<file path="src/rtl/gpio_bank_pkg.sv">
package gpio_bank_pkg;
   localparam int REG_W = 32;

   localparam logic [7:0] OFS_OUT     = 8'h00;
   localparam logic [7:0] OFS_IN      = 8'h04;
   localparam logic [7:0] OFS_DIR     = 8'h08;
   localparam logic [7:0] OFS_POL     = 8'h18;
   localparam logic [7:0] OFS_BOTH    = 8'h1C;
   localparam logic [7:0] OFS_CAP     = 8'h20;
   localparam logic [7:0] OFS_MODE    = 8'h2C;
   localparam logic [7:0] OFS_EN_SET  = 8'h30;
   localparam logic [7:0] OFS_EN_CLR  = 8'h34;
   localparam logic [7:0] OFS_OUT_SET = 8'h40;
   localparam logic [7:0] OFS_OUT_CLR = 8'h44;
   localparam logic [7:0] OFS_DIR_SET = 8'h48;
   localparam logic [7:0] OFS_DIR_CLR = 8'h4C;

   // how a register write alters a pin-wide vector
   typedef enum logic [1:0] {
      UPD_HOLD  = 2'd0,
      UPD_LOAD  = 2'd1,
      UPD_SET   = 2'd2,
      UPD_CLEAR = 2'd3
   } upd_kind_t;
endpackage

</file>
<file path="src/rtl/gpio_in_sync.sv">
module gpio_in_sync #(
   parameter int W      = 32,
   parameter int STAGES = 2
) (
   input  logic         clk,
   input  logic         rst_n,
   input  logic [W-1:0] raw_i,
   output logic [W-1:0] samp_o,
   output logic [W-1:0] prev_o
);
   if (STAGES < 2) begin : g_bad_stages
      $error("gpio_in_sync: STAGES must be at least 2");
   end

   logic [W-1:0] samp_q;
   logic [W-1:0] prev_q;

   if (STAGES == 2) begin : g_two
      logic [W-1:0] meta_q;
      always_ff @(posedge clk or negedge rst_n) begin
         if (!rst_n) begin
            meta_q <= '0;
            samp_q <= '0;
         end else begin
            meta_q <= raw_i;
            samp_q <= meta_q;
         end
      end
   end else begin : g_chain
      logic [W-1:0] chain_q [STAGES-1];
      always_ff @(posedge clk or negedge rst_n) begin
         if (!rst_n) begin
            for (int s = 0; s < STAGES - 1; s++) chain_q[s] <= '0;
            samp_q <= '0;
         end else begin
            chain_q[0] <= raw_i;
            for (int s = 1; s < STAGES - 1; s++) chain_q[s] <= chain_q[s-1];
            samp_q <= chain_q[STAGES-2];
         end
      end
   end

   always_ff @(posedge clk or negedge rst_n) begin
      if (!rst_n) prev_q <= '0;
      else        prev_q <= samp_q;
   end

   assign samp_o = samp_q;
   assign prev_o = prev_q;
endmodule

</file>
<file path="src/rtl/gpio_event_detect.sv">
module gpio_event_detect #(
   parameter int W = 32
) (
   input  logic [W-1:0] samp_i,
   input  logic [W-1:0] prev_i,
   input  logic [W-1:0] level_mode_i,
   input  logic [W-1:0] negative_i,
   input  logic [W-1:0] both_i,
   output logic [W-1:0] evt_o
);
   for (genvar p = 0; p < W; p++) begin : g_pin
      logic rise, fall, lvl_hit, edge_hit;
      always_comb begin
         rise     = samp_i[p] & ~prev_i[p];
         fall     = ~samp_i[p] & prev_i[p];
         lvl_hit  = negative_i[p] ? ~samp_i[p] : samp_i[p];
         if (both_i[p]) edge_hit = rise | fall;
         else           edge_hit = negative_i[p] ? fall : rise;
         evt_o[p] = level_mode_i[p] ? lvl_hit : edge_hit;
      end
   end
endmodule

</file>
<file path="src/rtl/gpio_capture_irq.sv">
module gpio_capture_irq #(
   parameter int W = 32
) (
   input  logic         clk,
   input  logic         rst_n,
   input  logic [W-1:0] evt_i,
   input  logic         clr_we_i,
   input  logic [W-1:0] clr_mask_i,
   input  logic [W-1:0] en_i,
   output logic [W-1:0] cap_o,
   output logic         irq_o
);
   logic [W-1:0] cap_q;
   logic [W-1:0] clr_eff;
   logic         irq_q;

   assign clr_eff = clr_we_i ? clr_mask_i : '0;

   always_ff @(posedge clk or negedge rst_n) begin
      if (!rst_n) begin
         cap_q <= '0;
         irq_q <= 1'b0;
      end else begin
         cap_q <= (cap_q & ~clr_eff) | evt_i;
         irq_q <= |(cap_q & en_i);
      end
   end

   assign cap_o = cap_q;
   assign irq_o = irq_q;

   AST_EVENT_CAPTURED: assert property (@(posedge clk) disable iff (!rst_n)
      (evt_i != '0) |=> ((cap_q & $past(evt_i)) == $past(evt_i)));
   AST_NO_PHANTOM_CAPTURE: assert property (@(posedge clk) disable iff (!rst_n)
      1'b1 |=> ((cap_q & ~$past(cap_q) & ~$past(evt_i)) == '0));
   AST_IRQ_RAISE: assert property (@(posedge clk) disable iff (!rst_n)
      ((cap_q & en_i) != '0) |=> irq_o);
   AST_IRQ_DROP: assert property (@(posedge clk) disable iff (!rst_n)
      ((cap_q & en_i) == '0) |=> !irq_o);
endmodule

</file>
<file path="src/rtl/gpio_irq_bank.sv">
module gpio_irq_bank
   import gpio_bank_pkg::*;
#(
   parameter int NUM_PINS    = 32,
   parameter int ADDR_W      = 8,
   parameter int SYNC_STAGES = 2
) (
   input  logic                clk,
   input  logic                rst_n,
   input  logic                reg_valid,
   input  logic                reg_write,
   input  logic [ADDR_W-1:0]   reg_addr,
   input  logic [REG_W-1:0]    reg_wdata,
   output logic [REG_W-1:0]    reg_rdata,
   input  logic [NUM_PINS-1:0] pin_in,
   output logic [NUM_PINS-1:0] pin_out,
   output logic [NUM_PINS-1:0] pin_oe,
   output logic                irq
);
   if (NUM_PINS < 1 || NUM_PINS > REG_W) begin : g_bad_pins
      $error("gpio_irq_bank: NUM_PINS must be 1..32");
   end
   if (ADDR_W < 7) begin : g_bad_addr
      $error("gpio_irq_bank: ADDR_W too narrow for the register map");
   end

   localparam logic [ADDR_W-1:0] A_OUT     = ADDR_W'(OFS_OUT);
   localparam logic [ADDR_W-1:0] A_IN      = ADDR_W'(OFS_IN);
   localparam logic [ADDR_W-1:0] A_DIR     = ADDR_W'(OFS_DIR);
   localparam logic [ADDR_W-1:0] A_POL     = ADDR_W'(OFS_POL);
   localparam logic [ADDR_W-1:0] A_BOTH    = ADDR_W'(OFS_BOTH);
   localparam logic [ADDR_W-1:0] A_CAP     = ADDR_W'(OFS_CAP);
   localparam logic [ADDR_W-1:0] A_MODE    = ADDR_W'(OFS_MODE);
   localparam logic [ADDR_W-1:0] A_EN_SET  = ADDR_W'(OFS_EN_SET);
   localparam logic [ADDR_W-1:0] A_EN_CLR  = ADDR_W'(OFS_EN_CLR);
   localparam logic [ADDR_W-1:0] A_OUT_SET = ADDR_W'(OFS_OUT_SET);
   localparam logic [ADDR_W-1:0] A_OUT_CLR = ADDR_W'(OFS_OUT_CLR);
   localparam logic [ADDR_W-1:0] A_DIR_SET = ADDR_W'(OFS_DIR_SET);
   localparam logic [ADDR_W-1:0] A_DIR_CLR = ADDR_W'(OFS_DIR_CLR);

   function automatic logic [REG_W-1:0] widen(input logic [NUM_PINS-1:0] v);
      logic [REG_W-1:0] r;
      r = '0;
      r[NUM_PINS-1:0] = v;
      return r;
   endfunction

   function automatic logic [NUM_PINS-1:0] apply(input upd_kind_t k,
                                                 input logic [NUM_PINS-1:0] cur,
                                                 input logic [NUM_PINS-1:0] m);
      case (k)
         UPD_LOAD:  return m;
         UPD_SET:   return cur | m;
         UPD_CLEAR: return cur & ~m;
         default:   return cur;
      endcase
   endfunction

   logic                wr;
   logic [NUM_PINS-1:0] wmask;
   upd_kind_t           out_upd, dir_upd, en_upd;
   logic                pol_we, both_we, mode_we, cap_we;

   logic [NUM_PINS-1:0] out_q, dir_q, pol_q, both_q, mode_q, en_q;
   logic [NUM_PINS-1:0] samp, prev, evt, cap;

   assign wr    = reg_valid & reg_write;
   assign wmask = reg_wdata[NUM_PINS-1:0];

   always_comb begin
      out_upd = UPD_HOLD;
      dir_upd = UPD_HOLD;
      en_upd  = UPD_HOLD;
      pol_we  = 1'b0;
      both_we = 1'b0;
      mode_we = 1'b0;
      cap_we  = 1'b0;
      if (wr) begin
         case (reg_addr)
            A_OUT:     out_upd = UPD_LOAD;
            A_OUT_SET: out_upd = UPD_SET;
            A_OUT_CLR: out_upd = UPD_CLEAR;
            A_DIR:     dir_upd = UPD_LOAD;
            A_DIR_SET: dir_upd = UPD_SET;
            A_DIR_CLR: dir_upd = UPD_CLEAR;
            A_EN_SET:  en_upd  = UPD_SET;
            A_EN_CLR:  en_upd  = UPD_CLEAR;
            A_POL:     pol_we  = 1'b1;
            A_BOTH:    both_we = 1'b1;
            A_MODE:    mode_we = 1'b1;
            A_CAP:     cap_we  = 1'b1;
            default: ;
         endcase
      end
   end

   always_ff @(posedge clk or negedge rst_n) begin
      if (!rst_n) begin
         out_q  <= '0;
         dir_q  <= '0;
         en_q   <= '0;
         pol_q  <= '0;
         both_q <= '0;
         mode_q <= '0;
      end else begin
         out_q <= apply(out_upd, out_q, wmask);
         dir_q <= apply(dir_upd, dir_q, wmask);
         en_q  <= apply(en_upd, en_q, wmask);
         if (pol_we)  pol_q  <= wmask;
         if (both_we) both_q <= wmask;
         if (mode_we) mode_q <= wmask;
      end
   end

   gpio_in_sync #(.W(NUM_PINS), .STAGES(SYNC_STAGES)) u_sync (
      .clk    (clk),
      .rst_n  (rst_n),
      .raw_i  (pin_in),
      .samp_o (samp),
      .prev_o (prev)
   );

   gpio_event_detect #(.W(NUM_PINS)) u_detect (
      .samp_i       (samp),
      .prev_i       (prev),
      .level_mode_i (mode_q),
      .negative_i   (pol_q),
      .both_i       (both_q),
      .evt_o        (evt)
   );

   gpio_capture_irq #(.W(NUM_PINS)) u_capture (
      .clk        (clk),
      .rst_n      (rst_n),
      .evt_i      (evt),
      .clr_we_i   (cap_we),
      .clr_mask_i (wmask),
      .en_i       (en_q),
      .cap_o      (cap),
      .irq_o      (irq)
   );

   always_comb begin
      case (reg_addr)
         A_OUT:    reg_rdata = widen(out_q);
         A_IN:     reg_rdata = widen(samp);
         A_DIR:    reg_rdata = widen(dir_q);
         A_POL:    reg_rdata = widen(pol_q);
         A_BOTH:   reg_rdata = widen(both_q);
         A_CAP:    reg_rdata = widen(cap);
         A_MODE:   reg_rdata = widen(mode_q);
         A_EN_SET: reg_rdata = widen(en_q);
         default:  reg_rdata = '0;
      endcase
   end

   assign pin_out = out_q;
   assign pin_oe  = dir_q;

   AST_OUT_CLR_ALIAS: assert property (@(posedge clk) disable iff (!rst_n)
      (wr && reg_addr == A_OUT_CLR) |=> ((pin_out & $past(wmask)) == '0));
   AST_OUT_SET_ALIAS: assert property (@(posedge clk) disable iff (!rst_n)
      (wr && reg_addr == A_OUT_SET) |=> ((pin_out & $past(wmask)) == $past(wmask)));
   AST_DIR_SET_ALIAS: assert property (@(posedge clk) disable iff (!rst_n)
      (wr && reg_addr == A_DIR_SET) |=> ((pin_oe & $past(wmask)) == $past(wmask)));
   AST_INPUT_READONLY: assert property (@(posedge clk) disable iff (!rst_n)
      (wr && reg_addr == A_IN) |=> ($stable(pin_out) && $stable(pin_oe)));
endmodule

</file>
<file path="config.mk">
export PLATFORM = sky130hd
export DESIGN_NAME = gpio_irq_bank
export DESIGN_NICKNAME = d
export VERILOG_FILES = /design/src/rtl/gpio_bank_pkg.sv /design/src/rtl/gpio_in_sync.sv /design/src/rtl/gpio_event_detect.sv /design/src/rtl/gpio_capture_irq.sv /design/src/rtl/gpio_irq_bank.sv
export SDC_FILE = /design/constraint.sdc
export NUM_CORES = 1
export LEC_CHECK = 0
export BUFFER_PORTS_ARGS = -buffer_cell sky130_fd_sc_hd__buf_4
export CAP_MARGIN = 20
export CORE_ASPECT_RATIO = 1.1
export CORE_MARGIN = 2
export CORE_UTILIZATION = 30
export CTS_BUF_LIST = sky130_fd_sc_hd__clkbuf_4 sky130_fd_sc_hd__clkbuf_8
export DETAILED_ROUTE_END_ITERATION = 8
export GPL_TIMING_DRIVEN = 1
export SLEW_MARGIN = 10
export SYNTH_ARGS = -nofsm -noshare
export SYNTH_HDL_FRONTEND = slang
export SYNTH_HIERARCHICAL = 1
export SYNTH_SLANG_ARGS = --single-unit
</file>
<file path="constraint.sdc">
create_clock -name clk -period 1.45 [get_ports clk]
set_input_delay 0.0725 -clock clk [delete_from_list [all_inputs] [get_ports clk]]
set_output_delay 0.0725 -clock clk [all_outputs]
set_load 0.02 [all_outputs]
</file>
# Word-level counts from Yosys, hierarchy flattened
# Cells that the tools add are included.
dict set report classes {
  eq_ne 21
  mux 147
  bitwise 172
  n_reduce_logical 5
}
# operator count
set op_table {}
lappend op_table {{$pmux W32 S3} 3}
lappend op_table {{$pmux W32 S8} 1}
lappend op_table {{$and A32 B32 Y32} 5}
lappend op_table {{$mux W1} 136}
lappend op_table {{$or A32 B32 Y32} 4}
lappend op_table {{$and A1 B1 Y1} 65}
lappend op_table {{$not A1 Y1} 64}
lappend op_table {{$not A32 Y32} 2}
lappend op_table {{$eq A8 B6 Y1 const B} 4}
lappend op_table {{$eq A8 B7 Y1 const B} 4}
lappend op_table {{$mux W32} 1}
lappend op_table {{$or A1 B1 Y1} 32}
lappend op_table {{$reduce_or A32 Y1} 1}
lappend op_table {{$eq A8 B5 Y1 const B} 2}
lappend op_table {{$eq A2 B2 Y1 const B} 6}
lappend op_table {{$pmux W2 S3} 2}
lappend op_table {{$reduce_bool A3 Y1} 3}
lappend op_table {{$eq A8 B3 Y1 const B} 1}
lappend op_table {{$eq A8 B4 Y1 const B} 1}
lappend op_table {{$logic_not A8 Y1} 1}
lappend op_table {{$eq A2 B1 Y1 const B} 3}
lappend op_table {{$mux W2} 3}
lappend op_table {{$pmux W2 S2} 1}
dict set report word_totals {
  register_bits 321
  input_bits 76
  wordCells 356
}

# Logic depth before layout (Yosys ltp)
# Gate-level depths: netlist (run 1).
dict set report depth {
  depth_word 7
  ltp_mapped 7
}

# Modules after synthesis
# Netlist (run 1), hierarchy kept.
# module n_inst cells_each area_each_um2 seq_area_each_um2
set modules_own_cells {}
lappend modules_own_cells {gpio_irq_bank 1 916 10110.9 4804.6}
lappend modules_own_cells {gpio_in_sync 1 96 2402.3 2402.3}
lappend modules_own_cells {gpio_event_detect 1 320 2242.2 0.0}
lappend modules_own_cells {gpio_capture_irq 1 121 1365.1 825.8}

# Worst setup path before layout (run 1)
# OpenSTA, ideal clock, no wires.
dict set report synth_path {
  path_type {input -> register}
  from {input reg_addr[4]}
  to {register u_capture.cap_q[0], in the netlist u_capture/cap_o[0]}
  t_arrival_ps 1661
  t_required_ps 1332
  setup_slack_ps -329
  path_stages 7
  path_cell_list {buf_2 nor4b_4 clkbuf_1 and3_1 clkbuf_1 nand2_1 a21o_1}
}
dict set report synth_between {
  elab_chain_cells 7
}
# item line
set synth_lines {}
lappend synth_lines {{start: declaration} gpio_irq_bank.sv:12} ;# input logic [ADDR_W-1:0] reg_addr,
lappend synth_lines {{$eq A8 B6 Y1} gpio_irq_bank.sv:79} ;# case (reg_addr)
lappend synth_lines {{$mux W1} gpio_irq_bank.sv:79}
lappend synth_lines {{$mux W1} gpio_irq_bank.sv:78} ;# if (wr) begin
lappend synth_lines {{net cap_we} gpio_irq_bank.sv:62} ;# logic pol_we, both_we, mode_we, cap_we;
lappend synth_lines {{$mux W32} gpio_capture_irq.sv:17} ;# assign clr_eff = clr_we_i ? clr_mask_i : '0;
lappend synth_lines {{$not A32 Y32} gpio_capture_irq.sv:24} ;# cap_q <= (cap_q & ~clr_eff) | evt_i;
lappend synth_lines {{$and A32 B32 Y32} gpio_capture_irq.sv:24}
lappend synth_lines {{$or A32 B32 Y32} gpio_capture_irq.sv:24}
lappend synth_lines {{end signal: assignment} gpio_capture_irq.sv:24}
lappend synth_lines {{end: declaration} gpio_capture_irq.sv:13} ;# logic [W-1:0] cap_q;
# The timed path passes the listed nets, and every way through them passes these cells.
# A chain may end at the register's enable or synchronous reset.

# Final worst setup path (run 1)
dict set report layout_path {
  from {register en_q[19]}
  to {output reg_rdata[19]}
}
dict set report layout_between {
  elab_chain_cells 1
}
# item line
set layout_lines {}
lappend layout_lines {{start: declaration} gpio_irq_bank.sv:64} ;# logic [NUM_PINS-1:0] out_q, dir_q, pol_q, both_q, mode_q, en_q;
lappend layout_lines {{start signal: assignment} gpio_irq_bank.sv:108} ;# en_q <= apply(en_upd, en_q, wmask);
lappend layout_lines {{$pmux W32 S8} gpio_irq_bank.sv:144} ;# case (reg_addr)
lappend layout_lines {{end: declaration} gpio_irq_bank.sv:14} ;# output logic [REG_W-1:0] reg_rdata,
# No other way between the ends.

==> results by stage, run 1 <==
STA:
- Between clock sinks in the finished design, the worst skew comes to 30.09 ps.
- The transition time at the pin with the least slew margin is 544.1 ps.
- The maximum operating frequency is 440.7 MHz.
- The number of pins with negative max-slew slack in the final report is 0.
- Setup repair after global routing could not meet its margin everywhere.
- The smallest clock period supported by the final layout is computed as 2269 ps.
- Headroom to the max-slew limit came out at 63.60%.
- The final hold slack is 52.89 ps.
- Setup violations remaining at the end of the flow were counted as 37.
- Of the available clock period, the critical path in the final layout requires 156.5%.
- In the post-route analysis, the smallest setup slack over all paths is -819.0 ps.
- The count of endpoints failing hold in the final timing report is 0.
- Adding up every negative setup slack in the final design gives -16430 ps.

Finish:
- The share of layout cells above drive strength 1 is 41.17%.
- The growth of design area from synthesis to finish is 46.32%.
- The cell area after layout is 23590 um^2.
- Cells fill 44.22% of the core in the end.
- The number of nets in the layout is 2113.

Drt:
- The final layout contains routed wiring with a total length of 58830 um.
- The post-detailed-route DRC marker count is 0.
- The mean routed wirelength per cell is 21.80 um.
- After detailed routing, the number of vias per cell comes to 5.177.
- In this run, the number of DRC markers left after iteration 0 of detailed routing was 1280.
- The first-pass iteration count of the detailed router is 5.
- The routed via count is 13.97k.
- The detail route stage leaves a number of antenna-violating nets equal to 0.

Floorplanning:
- In this run the core area contains 89 standard-cell rows.
- The core region is 53340 um^2.
- The floorplan step defined a die boundary enclosing 55610 um^2.
- The die extent in x is 225.0 um.
- Pin placement for this block handled 173 I/O pins.
- Once the floorplan was initialized, standard cells occupied 30.22% of the core.
- The y dimension of the die is 247.1 um.

Setup path:
- For this design, the slowest cell found on the critical path is sky130_fd_sc_hd__dfrtp_1.
- The count of buffer and inverter cells on the critical path is 2.
- The worst setup path is launched from a register.
- The endpoint required time on the critical path is 1380 ps.
- The worst register-to-register path has a depth of 4.
- The capturing point of the worst reg2reg path is u_capture/irq_o.
- The critical path starts at en_q[19].
- The worst reg2reg path startpoint is u_capture/cap_o[7].
- The arrival time at the worst endpoint is 2200 ps.
- By startpoint and endpoint, the worst setup path is classified as reg -> out.
- The highest fanout seen on the critical path is 2.
- The critical path goes through mux2_4, a22o_1, a222oi_1, o21ai_1, buf_4, buf_6.
- The worst setup path is captured at an output pin.
- Setup slack on the worst reg-to-reg path comes out at -180 ps.
- On the critical path the largest part of the delay comes from compound AO/OA/AOI/OAI gates.
- The delay of the slowest critical-path stage is 390 ps.

Global route:
- The met3 routing resource usage after global routing is 4.848%.
- After global routing, the most crowded layer is met2.
- The largest net degree at the start of global routing is 62.
- For this run, global-route usage on met1 was measured as 27.18%.
- For met2 alone, demand over resource in global routing was 33.37%.
- The first global-routing pass estimated 87530 um of wire.
- The number of global-route vias before repair is 14.18k.
- The number of antenna violations at the first check in global routing came to 3.
- The aggregate global-route resource usage is 20.89%.
- The total overflow left after global routing is 0.

Yosys:
- After technology mapping, the gate count stands at 1453.
- When the netlist entered floorplanning its net count stood at 1593.
- The mean instance size in the synthesized netlist is 11.09 um^2.
- The synthesized netlist occupies a cell area of 16120 um^2.
- The async set-or-reset flop fraction in the synthesized netlist is 100.0%.
- The number of synthesis warnings is 6.
- The sequential cell area fraction in the yosys report is 49.83%.
- The synthesized design contains 0 enable-type register cells.
- The primary flip-flop cell chosen by synthesis mapping is sky130_fd_sc_hd__dfrtp_1.
- The distinct cell type count after synthesis is 62.
- The number of flip-flops and latches in the synthesized netlist is 321.

CTS:
- The clock reaches the later pin of the worst-skew pair after 680 ps.
- The clock-pin slew on the worst setup and hold paths is 60 ps.
- The H-tree was split into 2 levels.
- The number of CTS-inserted buffers is 59.
- The largest buffer count on any clock path is 3.
- The number of clock sinks is 321.
- The cell at the root of the clock tree is sky130_fd_sc_hd__clkbuf_8.
- TritonCTS built the clock tree.

Placement:
- The detailed placer's ending HPWL is 39880 um.
- The count of buffers added on input and output ports is 172.
- The final estimated routing congestion in global placement is 0.8847.
- In this run the cell area measured after placement is 20030 um^2.

Worst hold path:
- The class of the tightest hold or removal check is in -> reg.
- In this run the most critical hold path is launched from pin_in[11].
- The worst hold path was traced through 2 stages.
- The hold-critical path endpoint is u_sync/g_two.meta_q[11].

Power:
- The worst-case vdd ir drop is 599.0 uV.
- The analysis attributes to cell leakage a power of 11.52 nW.
- The areal power density over the cells is 926.9 nW/um^2.
- The completed layout was analyzed and its total power is 21.86 mW.

Flow run:
- The count of max-cap constraint violations is 0.

Run status:
- The run finished, with violations left.
- The checks that failed: negative setup slack.
layer usage:
layer,up-vias,wire (um)
li1,6214,-
met1,7096,25060
met2,515,27470
met3,144,3882
met4,4,2393
met5,-,27
Yosys cell counts (11+ instances only):
cell type | number | area, um^2
sky130_fd_sc_hd__nand2_1 | 232 | 870.8
sky130_fd_sc_hd__ha_1 | 64 | 800.8
sky130_fd_sc_hd__mux2_1 | 44 | 495.5
sky130_fd_sc_hd__o21ai_1 | 32 | 160.2
sky130_fd_sc_hd__o22ai_1 | 19 | 118.9
sky130_fd_sc_hd__a22oi_1 | 52 | 390.4
sky130_fd_sc_hd__xor2_1 | 32 | 280.3
sky130_fd_sc_hd__mux2i_1 | 81 | 810.8
sky130_fd_sc_hd__o2bb2ai_1 | 14 | 122.6
sky130_fd_sc_hd__clkbuf_1 | 30 | 112.6
sky130_fd_sc_hd__nor2b_1 | 11 | 68.82
sky130_fd_sc_hd__buf_2 | 33 | 165.2
sky130_fd_sc_hd__dfrtp_1 | 321 | 8033
sky130_fd_sc_hd__a22o_1 | 71 | 621.9
sky130_fd_sc_hd__inv_1 | 96 | 360.4
sky130_fd_sc_hd__a21o_1 | 32 | 240.2
sky130_fd_sc_hd__mux2_2 | 75 | 844.6
sky130_fd_sc_hd__mux2_4 | 18 | 270.3
sky130_fd_sc_hd__a21oi_1 | 64 | 320.3
sky130_fd_sc_hd__a211o_1 | 19 | 166.4
final cells by class:
| class | instances | area [um^2] |
|---|---|---|
| Multi-Input combinational cell | 959 | 8060 |
| Tap cell | 682 | 853.3 |
| Fill cell | 4970 | 29750 |
| Clock inverter | 9 | 133.9 |
| Timing Repair Buffer | 536 | 4945 |
| Inverter | 96 | 362.8 |
| Antenna cell | 1 | 2.502 |
| Sequential cell | 321 | 8048 |
| Clock buffer | 95 | 1182 |
through the flow:
stage | setup slack (ps) | std cells
after floorplan | -58.37 | 1453
after global placement | -507.8 | 2445
after detailed placement | -544.3 | 2445
after CTS | -902.2 | 2675
after global routing | -939.4 | 2699
final | -819.0 | 2699
state kept, by name, indices dropped and copies added (netlist names), 32 cells and up:
signal               flops
pin_oe                  32
en_q                    32
pin_out                 32
u_sync/prev_o           32
both_q                  32
pol_q                   32
u_sync/g_two.meta_q     32
mode_q                  32
u_capture/cap_o         32
u_sync/samp_o           32
cell usage in the layout, fill, tap and decap left out, drive strengths merged, types with 32 or more instances in the layout:
cell	n
a21o	32
a21oi	64
a22o	71
a22oi	55
buf	464
clkbuf	95
dfrtp	321
dlygate4sd3	72
ha	64
inv	99
mux2	137
mux2i	81
nand2	233
o21ai	36
xor2	32
worst max path at each step:
stage / end / depth (start not counted)
after floorplan: reg_rdata[18] / 6
after global placement: reg_rdata[22] / 8
after detailed placement: reg_rdata[22] / 8
after CTS: reg_rdata[19] / 6
after global routing: reg_rdata[19] / 6
final: reg_rdata[19] / 6
what timing repair did:
item	CTS	global route
hold buffers	73	0
pin swaps	45	48
gates resized for setup	117	129
hold endpoints to repair	577	0
endpoints found under the setup margin	43	62
buffers inserted	55	31
worst reg2reg max path, stage by stage, from the launching register on:
cell and delay, ps:
sky130_fd_sc_hd__dfrtp_1 390, sky130_fd_sc_hd__buf_4 140, sky130_fd_sc_hd__a22oi_2 270, sky130_fd_sc_hd__nand4_1 130
sky130_fd_sc_hd__or4_4 560
report_power, final:
part / switching, mW / leakage, nW / total (mW) / internal [mW]
clock: 3.99 / 0.701 / 9.66 / 5.67
combinational: 1.34 / 6.92 / 2.61 / 1.26
sequential: 0.309 / 3.90 / 9.60 / 9.29
kinds of logic after synthesis:
logic type | share of synthesized area, %
multiplexers | 15.02
adder cells (fa/ha/maj) | 4.967
flip-flops | 49.83
buffers and inverters | 4.634
AO/OA/AOI/OAI | 15.15
XOR/XNOR | 1.739
AND/OR/NAND/NOR | 8.662
No activity file was read; power rests on OpenSTA's default activity.
==> run 2: changes to the inputs <==
--- a/config.mk
+++ b/config.mk
@@ -13,6 +13,7 @@
 export CTS_BUF_LIST = sky130_fd_sc_hd__clkbuf_4 sky130_fd_sc_hd__clkbuf_8
 export DETAILED_ROUTE_END_ITERATION = 8
 export GPL_TIMING_DRIVEN = 1
+export HOLD_SLACK_MARGIN = 0.1
 export SLEW_MARGIN = 10
 export SYNTH_ARGS = -nofsm -noshare
 export SYNTH_HDL_FRONTEND = slang
==> results by stage, run 2 (synthesis gave the netlist of run 1 again) <==
Run status:
- The flow ran to the end, but the final reports show violations.
- The checks that failed: negative setup slack.

Finish:
- The library cell used most frequently in the layout, excluding fill and tap cells, is sky130_fd_sc_hd__buf_4.
- The area growth from synthesis to layout is 48.59%.
- Leaving out fill and tap cells, the most frequent cells in the layout are sky130_fd_sc_hd__buf_4, sky130_fd_sc_hd__dfrtp_1, sky130_fd_sc_hd__nand2_1.
- The post-route netlist has 40.57% of its cells at a drive strength greater than 1.
- Registers take 8048 um^2.
- Summing all multi-input logic gate instances after layout gives 8065 um^2.
- The net count of the finished layout is 2148.
- With fillers left out, the area of the finished cells amounts to 23950 um^2.
- Counting the fill cells in the layout gives 4946.

CTS:
- The CTS tree is yes.
- The clock passes through at most 3 buffers.
- The number of clock sinks is 321.
- After clock tree synthesis, the clock-pin slew on the worst setup and hold paths is 60 ps.
- The number of clock buffers added by TritonCTS is 59.
- The clock reaches the later pin of the worst-skew pair after 680 ps.
- The cell at the root of the clock tree is sky130_fd_sc_hd__clkbuf_8.
- In this run the number of H-tree levels came out at 2.

STA:
- The transition time at the pin with the least slew margin is 588.7 ps.
- The maximum operating frequency is 442.1 MHz.
- In this run the tightest slew margin relative to its limit is 60.61%.
- The final critical path takes up 156.0% of the cycle.
- The count of endpoints failing hold in the final timing report is 0.
- For the final routed database, the setup TNS stands at -16480 ps.
- The clock arrives with 27.86 ps of skew.
- Setup repair after global routing could not meet its margin everywhere.
- Setup slack on the critical path of the routed design comes to -812.1 ps.
- The final number of setup-violating endpoints is 36.
- The number of pins with negative max-slew slack in the final report is 0.
- The routed design could run at a clock period as short as 2262 ps.

Setup path:
- Data arrives at the worst endpoint at 2190 ps.
- The critical path startpoint category is a register.
- The worst setup path is captured at an output pin.
- Data on the critical path is required at its endpoint by 1380 ps.
- The highest fanout seen on the critical path is 2.
- The worst setup path category is reg -> out.

Placement:
- The detailed placer's ending HPWL is 39880 um.
- The congestion estimate from routability-driven global placement came to 0.8847.
- Once placement finished, the instance area stood at 20030 um^2.
- The pre-CTS setup slack is -544.3 ps.
- The number of port buffers is 172.

Global route:
- The global-route wire length before repair is 88190 um.
- The total global routing overflow is 0.
- The number of global-route vias before repair is 14.38k.
- Across every metal layer, demand over resource in global routing totals 21.04%.
- Entering global routing, the biggest net connects 62 pins.
- The number of antenna violations at the first check in global routing is 3.

Drt:
- The first detailed-routing pass took 7 iterations.
- The wire length after detailed routing is 59360 um.
- For this block, the via count after detailed routing is 14.14k.
- After detailed routing, the number of remaining DRC violations is 0.
- The count of nets left with antenna violations once routing finished came out at 0.
- The post-detailed-route via-to-cell ratio is 5.170.
- The mean routed wirelength per cell is 21.71 um.
- The number of DRC markers after the initial detailed-route iteration is 1385.

Floorplanning:
- Row generation in the floorplan step produced 89 rows.
- The number of top-level pins is 173.
- The die covers 55610 um^2.
- The floorplan step defined a core boundary enclosing 53340 um^2.
- The die extent in x is 225.0 um.
- The initial utilization of the core area, before any placement, comes to 30.22%.
- The y dimension of the die is 247.1 um.

Power:
- The worst-case vdd ir drop is 599.9 uV.
- Overall power consumption after layout is estimated at 21.95 mW.
- The areal power density over the cells is 916.5 nW/um^2.
- In this run the static leakage power is 11.68 nW.

Flow run:
- The tool flagged a number of max-cap violations equal to 0.

Worst hold path:
- The path class of the tightest hold or removal check is in -> reg.
-- run 2: changes by cell type in the layout (fill, tap and decap cells not counted), sizes merged --
cell / delta
buf: +1
dlygate4sd3: +32
dlymetal6s4s: +2
-- run 2: cell type report --
class	instances	area share, %
multi-input combinational	959	33.67
sequential	321	33.60
timing repair buffer	571	22.15
clock buffer	95	4.936
tap	682	3.562
inverter	96	1.515
clock inverter	9	0.5589
antenna	1	0.01045
-- run 2: through the flow --
| step | instances | utilization [%] | hold WS, ps |
|---|---|---|---|
| 5_1_grt | 2734 | 44.91 | 150.2 |
| 3_3_place_gp | 2445 | 37.54 | -4.586 |
| 3_5_place_dp | 2445 | 37.54 | -0.5419 |
| 4_1_cts | 2709 | 43.65 | 119.1 |
| 6_report | 2734 | 44.91 | 140.2 |
| 2_1_floorplan | 1453 | - | -223.1 |
-- run 2: report_power, final --
group          total (mW)  switching, mW  internal (mW)
Clock                9.67           4.00           5.67
Sequential           9.60          0.309           9.29
Combinational        2.69           1.36           1.32
-- run 2: worst paths after layout --
check | from | endpoint | slack (ps) | cells after the start
worst max-delay path | en_q[19] | reg_rdata[19] | -810 | 6
worst min-delay path | reg_addr[2] | en_q[2] | 140 | 4
worst max register to register | en_q[21] | u_capture/irq_o | -190 | 4
worst min register to register | u_sync/g_two.meta_q[28] | u_sync/samp_o[28] | 340 | 0
max in group asynchronous | rst_n | u_sync/samp_o[6] | 450 | 4
min in group asynchronous | rst_n | u_capture/cap_o[10] | 600 | 4
-- run 2: critical path: stages, from the launching register on --
cell and delay [ps]:
sky130_fd_sc_hd__dfrtp_1 390, sky130_fd_sc_hd__mux2_4 260, sky130_fd_sc_hd__a22o_1 180, sky130_fd_sc_hd__a222oi_1 290
sky130_fd_sc_hd__o21ai_1 120, sky130_fd_sc_hd__buf_4 170, sky130_fd_sc_hd__buf_6 120
-- run 2: routing by layer --
layer	up-vias	GRT usage [%]	part of all wire [%]
met3	147	4.967	6.6
met4	4	8.648	4.0
li1	6292	-	-
met1	7163	27.25	43
met5	-	0	0.045
met2	530	33.73	47
-- run 2: what timing repair did --
| item | 4_1_cts | 5_1_grt |
|---|---|---|
| buffers inserted | 55 | 32 |
| resized for setup | 117 | 134 |
| pin swaps | 45 | 48 |
| endpoints found under the setup margin | 43 | 62 |
| cloned | 0 | 0 |
| endpoints found under the hold margin | 577 | 0 |
| hold buffers | 107 | 0 |
